## config.mk

```make
export PLATFORM = sky130hd
export DESIGN_NAME = updown_counter_stage
export DESIGN_NICKNAME = d
export VERILOG_FILES = /design/src/rtl/updown_counter_pkg.sv /design/src/rtl/ctr_op_decode.sv /design/src/rtl/ctr_step.sv /design/src/rtl/ctr_tc_decode.sv /design/src/rtl/updown_counter_stage.sv
export SDC_FILE = /design/constraint.sdc
export NUM_CORES = 1
export LEC_CHECK = 0
export BUFFER_PORTS_ARGS = -buffer_cell sky130_fd_sc_hd__buf_2
export CAP_MARGIN = 0
export CORE_AREA = 10 10 47 49
export CTS_CLUSTER_SIZE = 12
export DETAILED_ROUTE_END_ITERATION = 16
export DIE_AREA = 0 0 57 59
export GPL_ROUTABILITY_DRIVEN = 0
export SLEW_MARGIN = 20
export SYNTH_ARGS = -nofsm -noshare
export SYNTH_HDL_FRONTEND = slang
export SYNTH_SLANG_ARGS = --single-unit
```

## constraint.sdc

```tcl
create_clock -name clk -period 3.5 [get_ports clk]
set_input_delay 0.175 -clock clk [delete_from_list [all_inputs] [get_ports clk]]
set_output_delay 0.175 -clock clk [all_outputs]
set_load 0.01 [all_outputs]
```

## src/rtl/updown_counter_pkg.sv

```systemverilog
package updown_counter_pkg;

    // Operation chosen for the next clock edge, after priority resolution
    typedef enum logic [1:0] {
        OP_HOLD = 2'd0,
        OP_INC  = 2'd1,
        OP_DEC  = 2'd2,
        OP_LOAD = 2'd3
    } count_op_e;

endpackage

```

## src/rtl/ctr_op_decode.sv

```systemverilog
module ctr_op_decode
    import updown_counter_pkg::*;
(
    input  logic      load_n,
    input  logic      en_p_n,
    input  logic      en_t_n,
    input  logic      up_dn,
    output count_op_e op
);

    logic run;

    // Both active-low enables must be asserted for a count step
    assign run = ~en_p_n & ~en_t_n;

    always_comb begin
        if (!load_n) begin
            op = OP_LOAD;
        end else if (run) begin
            op = up_dn ? OP_INC : OP_DEC;
        end else begin
            op = OP_HOLD;
        end
    end

endmodule

```

## src/rtl/ctr_step.sv

```systemverilog
module ctr_step
    import updown_counter_pkg::*;
#(
    parameter int WIDTH = 4
) (
    input  count_op_e          op,
    input  logic [WIDTH-1:0]   cur,
    input  logic [WIDTH-1:0]   data,
    output logic [WIDTH-1:0]   nxt
);

    localparam logic [WIDTH-1:0] UNIT = WIDTH'(1);

    logic [WIDTH-1:0] plus_one;
    logic [WIDTH-1:0] minus_one;

    // Modular arithmetic gives the wrap at both ends for free
    assign plus_one  = cur + UNIT;
    assign minus_one = cur - UNIT;

    always_comb begin
        unique case (op)
            OP_LOAD: nxt = data;
            OP_INC:  nxt = plus_one;
            OP_DEC:  nxt = minus_one;
            default: nxt = cur;
        endcase
    end

endmodule

```

## src/rtl/ctr_tc_decode.sv

```systemverilog
module ctr_tc_decode #(
    parameter int WIDTH = 4
) (
    input  logic [WIDTH-1:0] cur,
    input  logic             up_dn,
    input  logic             en_t_n,
    output logic             carry_n
);

    logic at_max;
    logic at_min;
    logic at_terminal;

    // Decode only the stable registered count: no intermediate states
    assign at_max      = &cur;
    assign at_min      = ~|cur;
    assign at_terminal = up_dn ? at_max : at_min;
    assign carry_n     = ~(at_terminal & ~en_t_n);

endmodule

```

## src/rtl/updown_counter_stage.sv

```systemverilog
module updown_counter_stage
    import updown_counter_pkg::*;
#(
    parameter int WIDTH = 4
) (
    input  logic             clk,
    input  logic             rst_n,
    input  logic             load_n,
    input  logic [WIDTH-1:0] data,
    input  logic             en_p_n,
    input  logic             en_t_n,
    input  logic             up_dn,
    output logic [WIDTH-1:0] q,
    output logic             carry_n
);

    localparam logic [WIDTH-1:0] ZERO_VAL = '0;
    localparam logic [WIDTH-1:0] MAX_VAL  = '1;
    localparam logic [WIDTH-1:0] UNIT     = WIDTH'(1);

    typedef struct packed {
        logic [WIDTH-1:0] count;
    } stage_state_t;

    stage_state_t     st_d, st_q;
    count_op_e        op;
    logic [WIDTH-1:0] step_val;

    ctr_op_decode u_op_decode (
        .load_n (load_n),
        .en_p_n (en_p_n),
        .en_t_n (en_t_n),
        .up_dn  (up_dn),
        .op     (op)
    );

    ctr_step #(.WIDTH(WIDTH)) u_step (
        .op   (op),
        .cur  (st_q.count),
        .data (data),
        .nxt  (step_val)
    );

    ctr_tc_decode #(.WIDTH(WIDTH)) u_tc_decode (
        .cur     (st_q.count),
        .up_dn   (up_dn),
        .en_t_n  (en_t_n),
        .carry_n (carry_n)
    );

    always_comb begin
        st_d = st_q;
        if (!rst_n) begin
            st_d.count = ZERO_VAL;
        end else begin
            st_d.count = step_val;
        end
    end

    always_ff @(posedge clk) begin
        st_q <= st_d;
    end

    assign q = st_q.count;


    reset_clears_chk: assert property (@(posedge clk)
        !rst_n |=> (q == ZERO_VAL));


    load_takes_data_chk: assert property (@(posedge clk) disable iff (!rst_n)
        !load_n |=> (q == $past(data)));


    up_step_chk: assert property (@(posedge clk) disable iff (!rst_n)
        (load_n && !en_p_n && !en_t_n && up_dn) |=> (q == $past(q) + UNIT));


    down_step_chk: assert property (@(posedge clk) disable iff (!rst_n)
        (load_n && !en_p_n && !en_t_n && !up_dn) |=> (q == $past(q) - UNIT));


    hold_chk: assert property (@(posedge clk) disable iff (!rst_n)
        (load_n && (en_p_n || en_t_n)) |=> $stable(q));


    carry_gated_by_t_chk: assert property (@(posedge clk) disable iff (!rst_n)
        en_t_n |-> carry_n);


    carry_only_terminal_chk: assert property (@(posedge clk) disable iff (!rst_n)
        !carry_n |-> ((up_dn && q == MAX_VAL) || (!up_dn && q == ZERO_VAL)));

endmodule

```

# After elaboration in Yosys (flattened, before gate mapping)
# Index checks and enable logic that the tools add are counted.
# totals
register_bits	4
inputBits	10
elab_cells	20
# classes
add_sub_neg	2
eq_ne	3
n_mux	5
bitwise	5
n_reduce_logical	4
# ops
op	count
4-bit one-hot mux with 3 select lines	1
2-bit two-way mux	3
4-bit by 1-bit adder with 4-bit output (second input constant)	1
2-bit == test (second input constant)	2
4-bit AND reduction	1
4-bit OR reduction	1
4-bit by 1-bit subtractor with 4-bit output (second input constant)	1
1-bit NOT	3
3-bit nonzero test	1
1-bit AND	2
2-bit by 1-bit == test with 1-bit output (second input constant)	1
1-bit zero test	1
1-bit two-way mux	1

# Longest topological paths before layout
# logic_depth
depth_word	6
mapped_depth	9
ltp_nobuf	9

# By module
# From an unflattened synthesis, not the netlist that was laid out.
# hier_totals
cells_unflattened	49
area_unflattened_um2	407.9
# modules_own_cells
module	n_inst	cells_each	area_per_inst_um2	seq_area_each_um2
ctr_step	1	33	240.2	0.0
updown_counter_stage	1	8	105.1	80.1
ctr_tc_decode	1	5	38.8	0.0
ctr_op_decode	1	3	23.8	0.0

# Least setup slack after synthesis
# OpenSTA, ideal clock, no wires.
# synth_timing
path_type	input port to flip-flop
from	input port up_dn
to	register st_q (netlist bit q[3])
setup_time_ns	0.074
t_arrival_ns	1.637
t_required_ns	3.426
slack_ns	1.788
path_stages	6
path_cell_list	o31ai_1 -> ha_1 -> nand2b_1 -> a221oi_1 -> or4b_1 -> a31oi_1
# synth_via
elab_chain_cells	5
word_cells_on_any_way	8
classes_between	eq/ne: 3; mux: 4; reduce/logical: 1
# synth_lines
element	line_no	source
from (decl)	updown_counter_stage.sv:12	input logic up_dn,
2-bit two-way mux (*)	ctr_op_decode.sv:20	op = up_dn ? OP_INC : OP_DEC;
2-bit two-way mux (*)	ctr_op_decode.sv:19	end else if (run) begin
2-bit two-way mux (*)	ctr_op_decode.sv:17	if (!load_n) begin
2-bit == test / 2-bit by 1-bit == test with 1-bit output (equally long branches)	ctr_step.sv:22	unique case (op)
4-bit one-hot mux with 3 select lines / 3-bit nonzero test (equally long branches)	-	
to (signal assigned)	updown_counter_stage.sv:61	st_q <= st_d;
to (decl)	updown_counter_stage.sv:25	stage_state_t st_d, st_q;
# Every way passes the cells marked *; elsewhere a longest branch is shown, timed or not.
# A chain may end at the register's enable or synchronous reset.

# Worst setup path after layout
# Same ends and word-level chain as after synthesis.

==> metrics.txt <==
vias after detailed routing 382; fin. max-slew vios 0; Post-Place Cell Area 454 um2; largest net degree at the start of global routing 9; post-detail-place hpwl 760 um; Unique masters post-synth 26; crit path DAT 1.97 ns; WHS Endpoint q[1]; main combinational cell family by area after synthesis simple AND/OR/NAND/NOR gates; drt total wl 930 um; max FFs per register 4; Setup crit start kind input pin; number of antenna violations at the first check in global routing 0; Synth Area per Inst 7.74 um2; CP endpoint kind register; # hold bufs at CTS 0; DRC 0; Pwr Density 380 nW/um2; Slowest-stage cell, CP or4b_1; register area share after synthesis 21.5%; Final period util 51.9%; synth warn 0; cts bufs inserted 3; mux contribution to synthesized area 5.39%; synthesized area 372 um2; first-pass GRT wire length 1720 um; Yosys top cell by area dfxtp_1; starting DRC count in detailed routing 9; fin cells 79; worst slew pin tran 0.442 ns; Worst R2R Start q[0]; Setup-failing EPs final 0; Synth-to-Final Area Change 28.3%; Clock Latency Late Sink 0.23 ns; Starting Density 26.5%; Synth Area in XOR/XNOR 7.07%; layout cell share with drive strength beyond 1 27.0%; # H-tree levels 1; CTS tree yes; Die H 59 um; Leak 0.226 nW; #FFs+latches synth 4; CP cell instances buf_2 > o31ai_1 > ha_1 > nand2b_1 > a221oi_1 > or4b_1 > a31oi_1; die area 3360 um2; antenna-violating nets left 0; TritonRoute pass-1 iters 4; IO buf count 14; Yosys top cell area share 21.5%; Overall Global Routing Usage 6.14%; CTS sink cnt 4; Synth Area in Adders 13.5%; R2R cell count 4; fmax 0.551 GHz; Slew HR 70.3%; most frequent cells in the layout buf_2 (14), nor2_1 (4), nand2_1 (4), ha_1 (4), dfxtp_1 (4); Boundary Pins 15; Ant. Diodes 0; reg-to-reg endpoint q[3]; Root Driver clkbuf_4; Compound-Gate Fraction of Synth Area 21.5%; worst hold path stage count 2; CP Class input pin to register; Util after Layout 34.0%; design area 477 um2; Hold Path Class input pin to register; WP data required 3.66 ns; metal3 WL 92 um; FP Rows 14; hold wc startpoint rst_n; Layout Nets 79; Pwr Total 0.181 mW; MaxCap Viol Count 0; Inst Count DP 76; met1 wire length 454 um; Post-Synth Simple-Gate Area 26.9%; DR top layer met3; RSZ-0062 raised after global routing false; Avg WL per Cell 11.8 um; Syn Nets 62; CP max stage delay 0.48 ns; Reg2Reg Setup Slack 2.10 ns; DR WL met2 383 um; Die X-Extent 57 um; critical path fanouts, max 6; synthesized instance count 48; Hold Vio Cnt, Final 0; min cycle time layout 1.82 ns; number of global-route vias before repair 415; grt total ovfl 0; Post-Route Skew 0.00487 ns; # resized after CTS 0; Clock transition at path regs 0.04 ns; vias per cell 4.84; outcome completed; Synth area leaders dfxtp_1 (22%), ha_1 (13%), mux2i_1 (5.4%), xor2_1 (4.7%), o21ai_0 (4.0%); Final TNS setup 0 ns; area of the core 1400 um2; Max Buffers Root-to-Sink 2; Peak VDD IR 0.237 mV; commonest non-fill, non-tap cell in the layout buf_2; Post-CTS Setup Bufs 0
critical path: cells and delay by family:
family | cells | cell delay [ns]
AO/OA/AOI/OAI | 3 | 0.68
adder cells (fa/ha/maj) | 1 | 0.38
buffers and inverters | 1 | 0.12
AND/OR/NAND/NOR | 2 | 0.62
cells by family after synthesis:
kind of cell / count (synthesis)
AO/OA/AOI/OAI: 12
flip-flops: 4
XOR/XNOR: 3
adder cells (fa/ha/maj): 4
multiplexers: 2
buffers and inverters: 4
AND/OR/NAND/NOR: 19
routing by layer:
metal  track usage [%]  vias up
met4              1.01        0
met2              8.99       13
met5                 0        -
li1                  -      205
met3              4.51        0
met1              7.13      164
worst max-delay path by stage:
| stage | startpoint | end | slack [ns] | cells past startpoint |
|---|---|---|---|---|
| detailed placement | up_dn | q[2] | 1.46 | 9 |
| global route | up_dn | q[2] | 1.43 | 9 |
| global placement | up_dn | q[3] | 1.54 | 7 |
| finish | up_dn | q[3] | 1.68 | 7 |
| floorplan | up_dn | q[3] | 1.79 | 6 |
| CTS | up_dn | q[2] | 1.71 | 9 |
synthesized netlist by cell type:
cell,instances
dfxtp_1,4
ha_1,4
nand2_1,4
nor2_1,4
o21ai_0,3
a21oi_1,2
clkbuf_1,2
inv_1,2
mux2i_1,2
nand2b_1,2
nand3_1,2
nor3_1,2
xor2_1,2
a21bo_1,1
a21boi_0,1
a221oi_1,1
a31oi_1,1
and2_1,1
nand3b_1,1
nor2b_1,1
o22ai_1,1
o31ai_1,1
o41ai_1,1
or4_1,1
or4b_1,1
xnor2_1,1
report_power, final:
part	total [mW]	internal [mW]	leakage [nW]	switching [mW]
sequential	0.0634	0.0524	0.0332	0.0110
combinational	0.0622	0.0312	0.179	0.0310
clock	0.0556	0.0382	0.0138	0.0174
stage by stage:
| step | hold WS [ns] | setup WS [ns] |
|---|---|---|
| after floorplan | 0.297 | 1.79 |
| after global placement | 0.414 | 1.54 |
| after detailed placement | 0.418 | 1.46 |
| after CTS | 0.181 | 1.71 |
| after global routing | 0.199 | 1.43 |
| final | 0.182 | 1.68 |
layout make-up:
class	instances	area (um2)
sequential	4	80.1
timing repair buffer	14	70.1
inverter	2	7.51
fill	160	925
tap	16	20.0
clock buffer	3	22.5
multi-input combinational	40	277
Note: power is estimated with default switching activity, not from simulation.
